==> src/rtl/gpio_setclr_pkg.sv <==
package gpio_setclr_pkg;

    localparam int DW         = 32;
    localparam int P0_W       = 8;
    localparam int P1_W       = 24;
    localparam int P2_W       = 13;
    localparam int P3_IO_N    = 6;
    localparam int P3_GPI_N   = 23;
    localparam int P3_GPO_N   = 24;
    localparam int P3_IO_LSB  = 25;   // bidir outputs and directions start here
    localparam int P3_IO_MSB  = P3_IO_LSB + P3_IO_N - 1;

    typedef enum logic [4:0] {
        RS_NONE,
        RS_P3_IN,  RS_P3_ORAISE, RS_P3_OLOWER, RS_P3_OSTATE,
        RS_P2_DRAISE, RS_P2_DLOWER, RS_P2_DSTATE, RS_P2_IN,
        RS_P2_ORAISE, RS_P2_OLOWER,
        RS_P2_MRAISE, RS_P2_MLOWER, RS_P2_MSTATE,
        RS_P0_IN, RS_P0_ORAISE, RS_P0_OLOWER, RS_P0_OSTATE,
        RS_P0_DRAISE, RS_P0_DLOWER, RS_P0_DSTATE,
        RS_P1_IN, RS_P1_ORAISE, RS_P1_OLOWER, RS_P1_OSTATE,
        RS_P1_DRAISE, RS_P1_DLOWER, RS_P1_DSTATE
    } reg_sel_e;

    typedef struct packed {
        logic raise;
        logic lower;
    } sc_strobe_t;

    function automatic reg_sel_e decode_offset(input logic [7:0] a);
        case (a)
            8'h00: return RS_P3_IN;
            8'h04: return RS_P3_ORAISE;
            8'h08: return RS_P3_OLOWER;
            8'h0C: return RS_P3_OSTATE;
            8'h10: return RS_P2_DRAISE;
            8'h14: return RS_P2_DLOWER;
            8'h18: return RS_P2_DSTATE;
            8'h1C: return RS_P2_IN;
            8'h20: return RS_P2_ORAISE;
            8'h24: return RS_P2_OLOWER;
            8'h28: return RS_P2_MRAISE;
            8'h2C: return RS_P2_MLOWER;
            8'h30: return RS_P2_MSTATE;
            8'h40: return RS_P0_IN;
            8'h44: return RS_P0_ORAISE;
            8'h48: return RS_P0_OLOWER;
            8'h4C: return RS_P0_OSTATE;
            8'h50: return RS_P0_DRAISE;
            8'h54: return RS_P0_DLOWER;
            8'h58: return RS_P0_DSTATE;
            8'h60: return RS_P1_IN;
            8'h64: return RS_P1_ORAISE;
            8'h68: return RS_P1_OLOWER;
            8'h6C: return RS_P1_OSTATE;
            8'h70: return RS_P1_DRAISE;
            8'h74: return RS_P1_DLOWER;
            8'h78: return RS_P1_DSTATE;
            default: return RS_NONE;
        endcase
    endfunction

    function automatic sc_strobe_t strobes(input logic we, input reg_sel_e sel,
                                           input reg_sel_e up, input reg_sel_e dn);
        sc_strobe_t s;
        s.raise = we && (sel == up);
        s.lower = we && (sel == dn);
        return s;
    endfunction

    // Fourth-port input word: irregular packing shared by pads and software.
    function automatic logic [DW-1:0] pack_p3_inputs(input logic [P3_GPI_N-1:0] gpi,
                                                     input logic [P3_IO_N-1:0]  io);
        return {3'b000, gpi[22:19], io[5], gpi[18:10], io[4:0], gpi[9:0]};
    endfunction

endpackage

==> src/rtl/gpio_sync2.sv <==
module gpio_sync2 #(
    parameter int W = 8
) (
    input  logic         clk,
    input  logic         rst,
    input  logic [W-1:0] d,
    output logic [W-1:0] q
);
    logic [W-1:0] stage1;

    always_ff @(posedge clk) begin
        if (rst) begin
            stage1 <= '0;
            q      <= '0;
        end else begin
            stage1 <= d;
            q      <= stage1;
        end
    end
endmodule

==> src/rtl/gpio_setclr_reg.sv <==
module gpio_setclr_reg
    import gpio_setclr_pkg::*;
#(
    parameter int W = 8
) (
    input  logic         clk,
    input  logic         rst,
    input  sc_strobe_t   stb,
    input  logic [W-1:0] bits,
    output logic [W-1:0] q
);
    logic [W-1:0] up_mask;
    logic [W-1:0] dn_mask;

    always_comb begin
        up_mask = stb.raise ? bits : '0;
        dn_mask = stb.lower ? bits : '0;
    end

    // Lower wins if both ever arrive together.
    always_ff @(posedge clk) begin
        if (rst) q <= '0;
        else     q <= (q | up_mask) & ~dn_mask;
    end
endmodule

==> src/rtl/gpio_setclr_ctrl.sv <==
module gpio_setclr_ctrl
    import gpio_setclr_pkg::*;
#(
    parameter int ADDR_W = 8
) (
    input  logic                clk,
    input  logic                rst,
    input  logic [ADDR_W-1:0]   bus_addr,
    input  logic                bus_we,
    input  logic [DW-1:0]       bus_wdata,
    output logic [DW-1:0]       bus_rdata,
    input  logic [P0_W-1:0]     p0_in,
    output logic [P0_W-1:0]     p0_out,
    output logic [P0_W-1:0]     p0_oe,
    input  logic [P1_W-1:0]     p1_in,
    output logic [P1_W-1:0]     p1_out,
    output logic [P1_W-1:0]     p1_oe,
    input  logic [P2_W-1:0]     p2_in,
    output logic [P2_W-1:0]     p2_out,
    output logic [P2_W-1:0]     p2_oe,
    input  logic [P3_IO_N-1:0]  p3_io_in,
    output logic [P3_IO_N-1:0]  p3_io_out,
    output logic [P3_IO_N-1:0]  p3_io_oe,
    input  logic [P3_GPI_N-1:0] p3_gpi_in,
    output logic [P3_GPO_N-1:0] p3_gpo_out
);
    localparam int P0_PAD = DW - P0_W;
    localparam int P1_PAD = DW - P1_W;
    localparam int P2_PAD = DW - P2_W;
    localparam int DIR_GAP = P3_IO_LSB - P2_W;
    localparam int GPO_GAP = P3_IO_LSB - P3_GPO_N;

    reg_sel_e sel;
    logic     addr_in_window;

    always_comb begin
        addr_in_window = (bus_addr >> 8) == '0;
        sel = addr_in_window ? decode_offset(bus_addr[7:0]) : RS_NONE;
    end

    // Write data bits that no field occupies.
    logic wbits_unused;
    assign wbits_unused = ^{bus_wdata[DW-1], bus_wdata[P3_GPO_N]};

    // ---------------- state registers ----------------
    logic [P2_W-1:0]     mux2_q;
    logic [P3_IO_N-1:0]  dir3_q;

    gpio_setclr_reg #(.W(P0_W)) u_out0 (.clk, .rst,
        .stb(strobes(bus_we, sel, RS_P0_ORAISE, RS_P0_OLOWER)),
        .bits(bus_wdata[P0_W-1:0]), .q(p0_out));
    gpio_setclr_reg #(.W(P0_W)) u_dir0 (.clk, .rst,
        .stb(strobes(bus_we, sel, RS_P0_DRAISE, RS_P0_DLOWER)),
        .bits(bus_wdata[P0_W-1:0]), .q(p0_oe));
    gpio_setclr_reg #(.W(P1_W)) u_out1 (.clk, .rst,
        .stb(strobes(bus_we, sel, RS_P1_ORAISE, RS_P1_OLOWER)),
        .bits(bus_wdata[P1_W-1:0]), .q(p1_out));
    gpio_setclr_reg #(.W(P1_W)) u_dir1 (.clk, .rst,
        .stb(strobes(bus_we, sel, RS_P1_DRAISE, RS_P1_DLOWER)),
        .bits(bus_wdata[P1_W-1:0]), .q(p1_oe));
    gpio_setclr_reg #(.W(P2_W)) u_out2 (.clk, .rst,
        .stb(strobes(bus_we, sel, RS_P2_ORAISE, RS_P2_OLOWER)),
        .bits(bus_wdata[P2_W-1:0]), .q(p2_out));
    gpio_setclr_reg #(.W(P2_W)) u_dir2 (.clk, .rst,
        .stb(strobes(bus_we, sel, RS_P2_DRAISE, RS_P2_DLOWER)),
        .bits(bus_wdata[P2_W-1:0]), .q(p2_oe));
    gpio_setclr_reg #(.W(P2_W)) u_mux2 (.clk, .rst,
        .stb(strobes(bus_we, sel, RS_P2_MRAISE, RS_P2_MLOWER)),
        .bits(bus_wdata[P2_W-1:0]), .q(mux2_q));
    // Fourth-port bidir directions live in the upper bits of the port-2 direction word.
    gpio_setclr_reg #(.W(P3_IO_N)) u_dir3 (.clk, .rst,
        .stb(strobes(bus_we, sel, RS_P2_DRAISE, RS_P2_DLOWER)),
        .bits(bus_wdata[P3_IO_MSB:P3_IO_LSB]), .q(dir3_q));
    gpio_setclr_reg #(.W(P3_GPO_N)) u_gpo3 (.clk, .rst,
        .stb(strobes(bus_we, sel, RS_P3_ORAISE, RS_P3_OLOWER)),
        .bits(bus_wdata[P3_GPO_N-1:0]), .q(p3_gpo_out));
    gpio_setclr_reg #(.W(P3_IO_N)) u_io3 (.clk, .rst,
        .stb(strobes(bus_we, sel, RS_P3_ORAISE, RS_P3_OLOWER)),
        .bits(bus_wdata[P3_IO_MSB:P3_IO_LSB]), .q(p3_io_out));

    assign p3_io_oe = dir3_q;

    // ---------------- input synchronisers ----------------
    logic [P0_W-1:0] in0_s;
    logic [P1_W-1:0] in1_s;
    logic [P2_W-1:0] in2_s;
    logic [DW-1:0]   in3_s;

    gpio_sync2 #(.W(P0_W)) u_sy0 (.clk, .rst, .d(p0_in), .q(in0_s));
    gpio_sync2 #(.W(P1_W)) u_sy1 (.clk, .rst, .d(p1_in), .q(in1_s));
    gpio_sync2 #(.W(P2_W)) u_sy2 (.clk, .rst, .d(p2_in), .q(in2_s));
    gpio_sync2 #(.W(DW))   u_sy3 (.clk, .rst,
        .d(pack_p3_inputs(p3_gpi_in, p3_io_in)), .q(in3_s));

    // ---------------- read path ----------------
    always_comb begin
        case (sel)
            RS_P3_IN:     bus_rdata = in3_s;
            RS_P3_OSTATE: bus_rdata = {1'b0, p3_io_out, {GPO_GAP{1'b0}}, p3_gpo_out};
            RS_P2_DSTATE: bus_rdata = {1'b0, dir3_q, {DIR_GAP{1'b0}}, p2_oe};
            RS_P2_IN:     bus_rdata = {{P2_PAD{1'b0}}, in2_s};
            RS_P2_MSTATE: bus_rdata = {{P2_PAD{1'b0}}, mux2_q};
            RS_P0_IN:     bus_rdata = {{P0_PAD{1'b0}}, in0_s};
            RS_P0_OSTATE: bus_rdata = {{P0_PAD{1'b0}}, p0_out};
            RS_P0_DSTATE: bus_rdata = {{P0_PAD{1'b0}}, p0_oe};
            RS_P1_IN:     bus_rdata = {{P1_PAD{1'b0}}, in1_s};
            RS_P1_OSTATE: bus_rdata = {{P1_PAD{1'b0}}, p1_out};
            RS_P1_DSTATE: bus_rdata = {{P1_PAD{1'b0}}, p1_oe};
            default:      bus_rdata = '0;
        endcase
    end
endmodule

==> config.mk <==
export PLATFORM = sky130hd
export DESIGN_NAME = gpio_setclr_ctrl
export DESIGN_NICKNAME = d
export VERILOG_FILES = /design/src/rtl/gpio_setclr_pkg.sv /design/src/rtl/gpio_sync2.sv /design/src/rtl/gpio_setclr_reg.sv /design/src/rtl/gpio_setclr_ctrl.sv
export SDC_FILE = /design/constraint.sdc
export NUM_CORES = 1
export LEC_CHECK = 0
export ABC_CLOCK_PERIOD_IN_PS = 3800
export BUFFER_PORTS_ARGS = -buffer_cell sky130_fd_sc_hd__buf_2
export CORE_UTILIZATION = 35
export DETAILED_ROUTE_END_ITERATION = 7
export GPL_TIMING_DRIVEN = 0
export SLEW_MARGIN = 40
export SYNTH_ARGS = -nofsm -noshare
export SYNTH_HDL_FRONTEND = slang
export SYNTH_SLANG_ARGS = --single-unit
==> constraint.sdc <==
create_clock -name clk -period 3.8 [get_ports clk]
set_input_delay 0.57 -clock clk [delete_from_list [all_inputs] [get_ports clk]]
set_output_delay 0.57 -clock clk [all_outputs]
set_load 0.01 [all_outputs]
Word level (Yosys, flattened, before mapping) --
Memories as Yosys holds them, arrays and structs flattened. Index checks and enable logic that the tools add are counted.
Storage, ports and cells: register bits 293, memory bits (read-only) 640, bits of input ports 117, output and inout bits 158, word-level logic and storage cells 115, memories 1
Memory list:
- (name not given) | depth 128, bits a word 5, rd ports 1, clocked after memory_dff 0, write ports 0, line gpio_setclr_pkg.sv:31 | case (a)
Cells by class: equal/unequal tests 27, mux-type cells 22, bitwise operators 30, reductions and logical operators 16
Operators by type and width (number):
- case mux 32 bit (11 select lines) | 1
- 2-to-1 mux 24 bit | 6
- 2-to-1 mux 13 bit | 6
- bitwise AND 24 bit | 3
- inverter 24 bit | 3
- bitwise OR 24 bit | 3
- equality test 5 bit, second input constant | 12
- equality test 5 x 4 -> 1 bit, second input constant | 8
- bitwise AND 13 bit | 3
- inverter 13 bit | 3
- bitwise OR 13 bit | 3
- 2-to-1 mux 8 bit | 4
- 2-to-1 mux 6 bit | 4
- equality test 5 x 3 -> 1 bit, second input constant | 4
- bitwise AND 8 bit | 2
- logical AND 1 bit | 16
- inverter 8 bit | 2
- bitwise OR 8 bit | 2
- bitwise AND 6 bit | 2
- inverter 6 bit | 2
- bitwise OR 6 bit | 2
- equality test 5 x 2 -> 1 bit, second input constant | 2
- equality test 5 x 1 -> 1 bit, second input constant | 1
- 2-to-1 mux 5 bit | 1

Longest topological paths before layout --
An unclocked memory read counts as a cell.
depth in word-level cells 7, depth in mapped cells 10, gate-level depth less buffers 7

By module --
From an unflattened synthesis, not the netlist that was laid out.
Second synthesis, totals: cells, all modules 1046, area total of the unflattened synthesis 11690.0 um^2
By module, submodules not included:
- gpio_setclr_reg at u_dir1 ... | instances 3, cells each 78, area each 928.4 um^2, seq. area each 480.5 um^2
- gpio_sync2 at u_sy3 | instances 1, cells each 135, area each 1918.1 um^2, seq. area each 1281.2 um^2
- gpio_setclr_ctrl | instances 1, cells each 273, area each 1893.1 um^2, seq. area each 0.0 um^2
- gpio_setclr_reg at u_dir2 ... | instances 3, cells each 42, area each 504.2 um^2, seq. area each 260.2 um^2
- gpio_sync2 at u_sy1 | instances 1, cells each 101, area each 1305.0 um^2, seq. area each 960.9 um^2
- gpio_setclr_reg at u_dir0 ... | instances 2, cells each 27, area each 360.3 um^2, seq. area each 160.2 um^2
- gpio_sync2 at u_sy2 | instances 1, cells each 54, area each 700.7 um^2, seq. area each 520.5 um^2
- gpio_sync2 at u_sy0 | instances 1, cells each 33, area each 464.2 um^2, seq. area each 320.3 um^2
- gpio_setclr_reg at u_dir3 ... | instances 2, cells each 18, area each 195.2 um^2, seq. area each 120.1 um^2

Worst setup path before layout --
Ideal clock, no wire load.
kind input to output, start input port bus_addr[2], end output port bus_rdata[5], arrival 2.672 ns, setup slack 0.558 ns, stages 9, buffers on the path 2, path through buf_4 -> maj3_2 -> a2111oi_4 -> o21ai_2 -> buf_2 -> nor4b_2 -> a22o_1 -> a21oi_1 -> o211ai_1
Between the ends: word-level cells in the longest chain between the ends 4
RTL lines:
- start, declared | line gpio_setclr_ctrl.sv:8 | input logic [ADDR_W-1:0] bus_addr,
- memory (128 x 5 bit) *
- 2-to-1 mux 5 bit * | line gpio_setclr_pkg.sv:31
- equality test 5 bit, or another cell as far along | line gpio_setclr_ctrl.sv:97 | case (sel)
- case mux 32 bit (11 select lines) * | line gpio_setclr_ctrl.sv:97
- end, declared | line gpio_setclr_ctrl.sv:11 | output logic [DW-1:0] bus_rdata,
Mark *: on every way between the ends. The rest lies on a longest branch, timed or not.

Worst setup path after layout --
start input port bus_addr[1], end output port bus_rdata[1]
The elaborated chain is that of the path after synthesis.

==> results by group <==
Yosys
  • Cells after Synth: 1,095
  • Synth Net Count: 1,212
  • Post-synth EDFFs: 0
  • Seq cells post-synth: 287
  • Synthesized area per cell: 9.87 sq um
  • Syn. warnings: 0
  • Most area-consuming cells after synthesis: dfxtp_1 53%, a211oi_1 9.1%, nor2b_1 8.8%
  • Post-synth top area cell: dfxtp_1
  • Synth async-reset ratio: 0%
  • Most used DFF post-synth: dfxtp_1
  • Sequential share of the synthesized area: 53.2%
  • Post-synth top area share: 53.2%
  • Yosys cell types: 63
  • Synth Cell Area: 10,800 sq um

Finish
  • Final nets: 1,521
  • Area of the multi-input gates: 4720 sq um
  • Synth-to-Final Area Change: 28.3%
  • Diode count: 0
  • Cell Count, Final, Fillers Out: 1,812
  • Filler cell count: 2,966
  • Cell area after layout: 13,900 sq um
  • Sequential standard cell area: 5750 sq um
  • Share of cells above drive strength 1: 28.6%

Global routing
  • Antenna violations before repair: 0
  • GRT Total Usage: 25.8%
  • Largest net degree at the start of global routing: 17
  • GRT overflow: 0
  • Vias in the first global route: 9,340
  • First-pass GRT wire length: 60.0 mm

Detailed routing
  • Antenna violation net count after detailed routing: 0
  • # DRC: 0
  • Detailed Route WL: 41.6 mm
  • Via density: 5.49
  • TritonRoute pass-1 iters: 5
  • Routed len/inst: 23.0 um
  • DR iter-0 viols: 845
  • Vias post-DR: 9,939

Clock tree
  • CTS H-tree depth: 1
  • CTS tree: yes
  • Bufs on Longest Clock Path: 3
  • Clock slew at reported path FFs: 60 ps
  • Root buffer cell: clkbuf_16
  • Clk sinks: 287
  • TritonCTS Buffers: 30
  • Clock Latency Late Sink: 580 ps

Setup path
  • Slowest Stage Delay on Critical Path: 540 ps
  • CP cell instances: buf_2 > or2_0 > clkbuf_1 > o31ai_2 > o21a_2 > or3_4 > nor2_4 > a222oi_1 > o211ai_1 > buf_2
  • Startpoint Class: input pin
  • CP Capture Type: primary output
  • WP data arrival: 3260 ps
  • Type of the worst setup path: input pin to primary output
  • Worst-path fanout max: 7
  • WP data required: 3230 ps
  • CP max stage cell: a222oi_1
  • Worst Path Buf+Inv: 3
  • CP dominant cell by count: buf_2
  • Cell family with most CP delay: compound AO/OA/AOI/OAI gates

Timing
  • Hold_ws: 199 ps
  • Final setup viols: 1
  • Fmax achieved: 261 MHz
  • Fin worst setup slack: -32.6 ps
  • Crit path time final: 3830 ps
  • Clock Skews: 16.7 ps
  • Max Slew Vio Count: 0
  • Rel. slew slack: 48.8%
  • Worst-Margin Slew: 763 ps
  • Final period util: 101%
  • Endpoints failing hold: 0
  • Unrepaired setup endpoints after global routing: yes

Power
  • Switch Pwr: 0.00152 W
  • Switch share: 23.5%
  • Clock power share: 45.3%
  • Combinational share of power: 6.5%
  • Max VDD drop: 0.329 mV
  • Static Leak: 5.56 nW
  • Seq pwr share: 48.3%
  • Pwr dens: 465 nW/um^2
  • Int Pwr: 0.00494 W

Floorplan
  • Die height: 178 um
  • Core area: 30,000 sq um
  • Overall die width: 178 um
  • Std cell rows: 63
  • Top Ports: 275
  • Initial core utilization: 36.0%
  • Die Area: 31,600 sq um

Place
  • Port bufs: 262
  • Placed cell count: 1,747
  • GP Congestion: 0.935
  • Pre-CTS setup slack: -935 ps
  • DP Area: 12,700 sq um
  • Hpwl dp: 30.7 mm

Status
  • Outcome: complete, but fails checks
  • Failing checks: setup timing

Hold path
  • Worst min path class: input pin to flip-flop

Run
  • Max_cap viols: 0
## final cells by class
type                    instances  area share [%]
repair buffers                279            10.4
inverters                       7           0.189
flip-flops and latches        287            41.4
multi-input cells             699            34.0
clock inverters                 8           0.884
plain buffers                 100            3.42
well taps                     390            3.52
clock buffers                  42            6.17
## cell usage after synthesis (3+ instances only)
library cell / instances
o22ai_1: 3
dfxtp_1: 287
buf_2: 19
a22o_1: 16
o211ai_1: 5
a221oi_1: 11
nor3_1: 9
clkbuf_1: 76
nand3_1: 12
inv_1: 7
mux2i_1: 9
a222oi_1: 7
o21ai_0: 3
a22oi_1: 38
o21a_1: 6
nor2_2: 3
nand4_1: 5
nor3_2: 4
and3_1: 4
a21oi_1: 150
buf_4: 5
and2_1: 6
a211oi_2: 10
nand2_1: 53
nor2b_1: 152
nor2_1: 13
a211oi_1: 131
or3_1: 6
## registers in the layout, indices dropped and copies added, names as in the netlist
register,cells
u_sy3.stage1,29
u_out0.q,8
u_sy2.stage1,13
u_sy2.q,13
u_io3.q,6
u_out2.q,13
u_sy1.q,24
u_sy3.q,29
u_dir1.q,24
u_sy0.stage1,8
u_dir0.q,8
u_out1.q,24
u_dir2.q,13
u_mux2.q,13
u_dir3.q,6
u_gpo3.q,24
u_sy1.stage1,24
u_sy0.q,8
## logic make-up (layout without fill, tap and decap cells)
logic type | count (synthesis) | after routing | share of synthesized area [%]
other cells | 1 | 1 | 0.0347
compound gates | 399 | 399 | 25.5
fa+ha+maj | 1 | 1 | 0.104
flops | 287 | 287 | 53.2
buf+inv | 109 | 436 | 4.32
mux | 9 | 9 | 0.833
simple gates | 287 | 287 | 15.9
xor+xnor | 2 | 2 | 0.162
## path summary, 6_finish.rpt
kind,start,endpoint,slack (ps),depth (start not counted)
worst max-delay path,bus_addr[1],bus_rdata[1],-30,10
worst min-delay path,p3_gpi_in[14],u_sy3.stage1[19],200,2
worst max register to register,u_out0.q[4],u_out0.q[4],2930,2
worst min register to register,u_sy3.stage1[10],u_sy3.q[10],430,1
## through the flow
| step | setup TNS (ps) | total power (W) | utilization [%] |
|---|---|---|---|
| floorplan | 0 | 0.00338 | - |
| global placement | -26460 | 0.00357 | 42.0 |
| detailed placement | -20430 | 0.00358 | 42.1 |
| CTS | -298 | 0.00647 | 45.8 |
| global route | -32.8 | 0.00664 | 46.2 |
| finish | -32.6 | 0.00645 | 46.2 |
## cells in the final DEF (no fill, tap or decap), types with 3 or more instances in the layout
cell	synthesis	layout
o21ai_0	3	3
dfxtp_1	287	287
o22ai_1	3	3
nor2_4	1	4
nor4_4	2	3
a22oi_1	38	38
and3_1	4	4
o211ai_1	5	5
nor3_1	9	6
and2_1	6	6
buf_4	5	24
clkinv_2	0	3
nor3_4	2	3
or3_1	6	5
o21a_1	6	5
clkbuf_2	0	8
nor2b_1	152	152
clkbuf_16	0	30
buf_6	2	3
a211oi_1	131	131
a21oi_1	150	149
a222oi_1	7	7
buf_2	19	278
nand2_1	53	52
a211oi_2	10	10
nand3_1	12	12
a221oi_1	11	11
clkbuf_8	0	6
clkbuf_1	76	70
nor2_1	13	10
nor3_2	4	6
nand4_1	5	5
inv_1	7	7
mux2i_1	9	9
a22o_1	16	16
nor2_2	3	3
## per-layer routing
| metal | up-vias | track usage (%) | wire length [um] |
|---|---|---|---|
| met5 | - | 0 | 0 |
| met4 | 0 | 10.6 | 1650 |
| met3 | 89 | 5.46 | 3570 |
| met2 | 485 | 40.2 | 18500 |
| met1 | 4751 | 34.5 | 17800 |
| li1 | 4614 | - | - |
## power by group through the flow
stage	combinational, W	clock [W]	sequential (W)
2_1_floorplan	0.000211	0	0.00317
3_3_place_gp	0.000390	0	0.00318
3_5_place_dp	0.000396	0	0.00318
4_1_cts	0.000402	0.00295	0.00311
5_1_grt	0.000448	0.00308	0.00312
6_report	0.000417	0.00292	0.00311
## repair_timing
action | 4_1_cts | 5_1_grt
setup endpoints to repair | 31 | 29
resized for setup | 16 | 22
hold buffers | 0 | 0
buffers inserted | 11 | 6
pin swaps | 8 | 4
No activity file was read; power rests on OpenSTA's default activity.
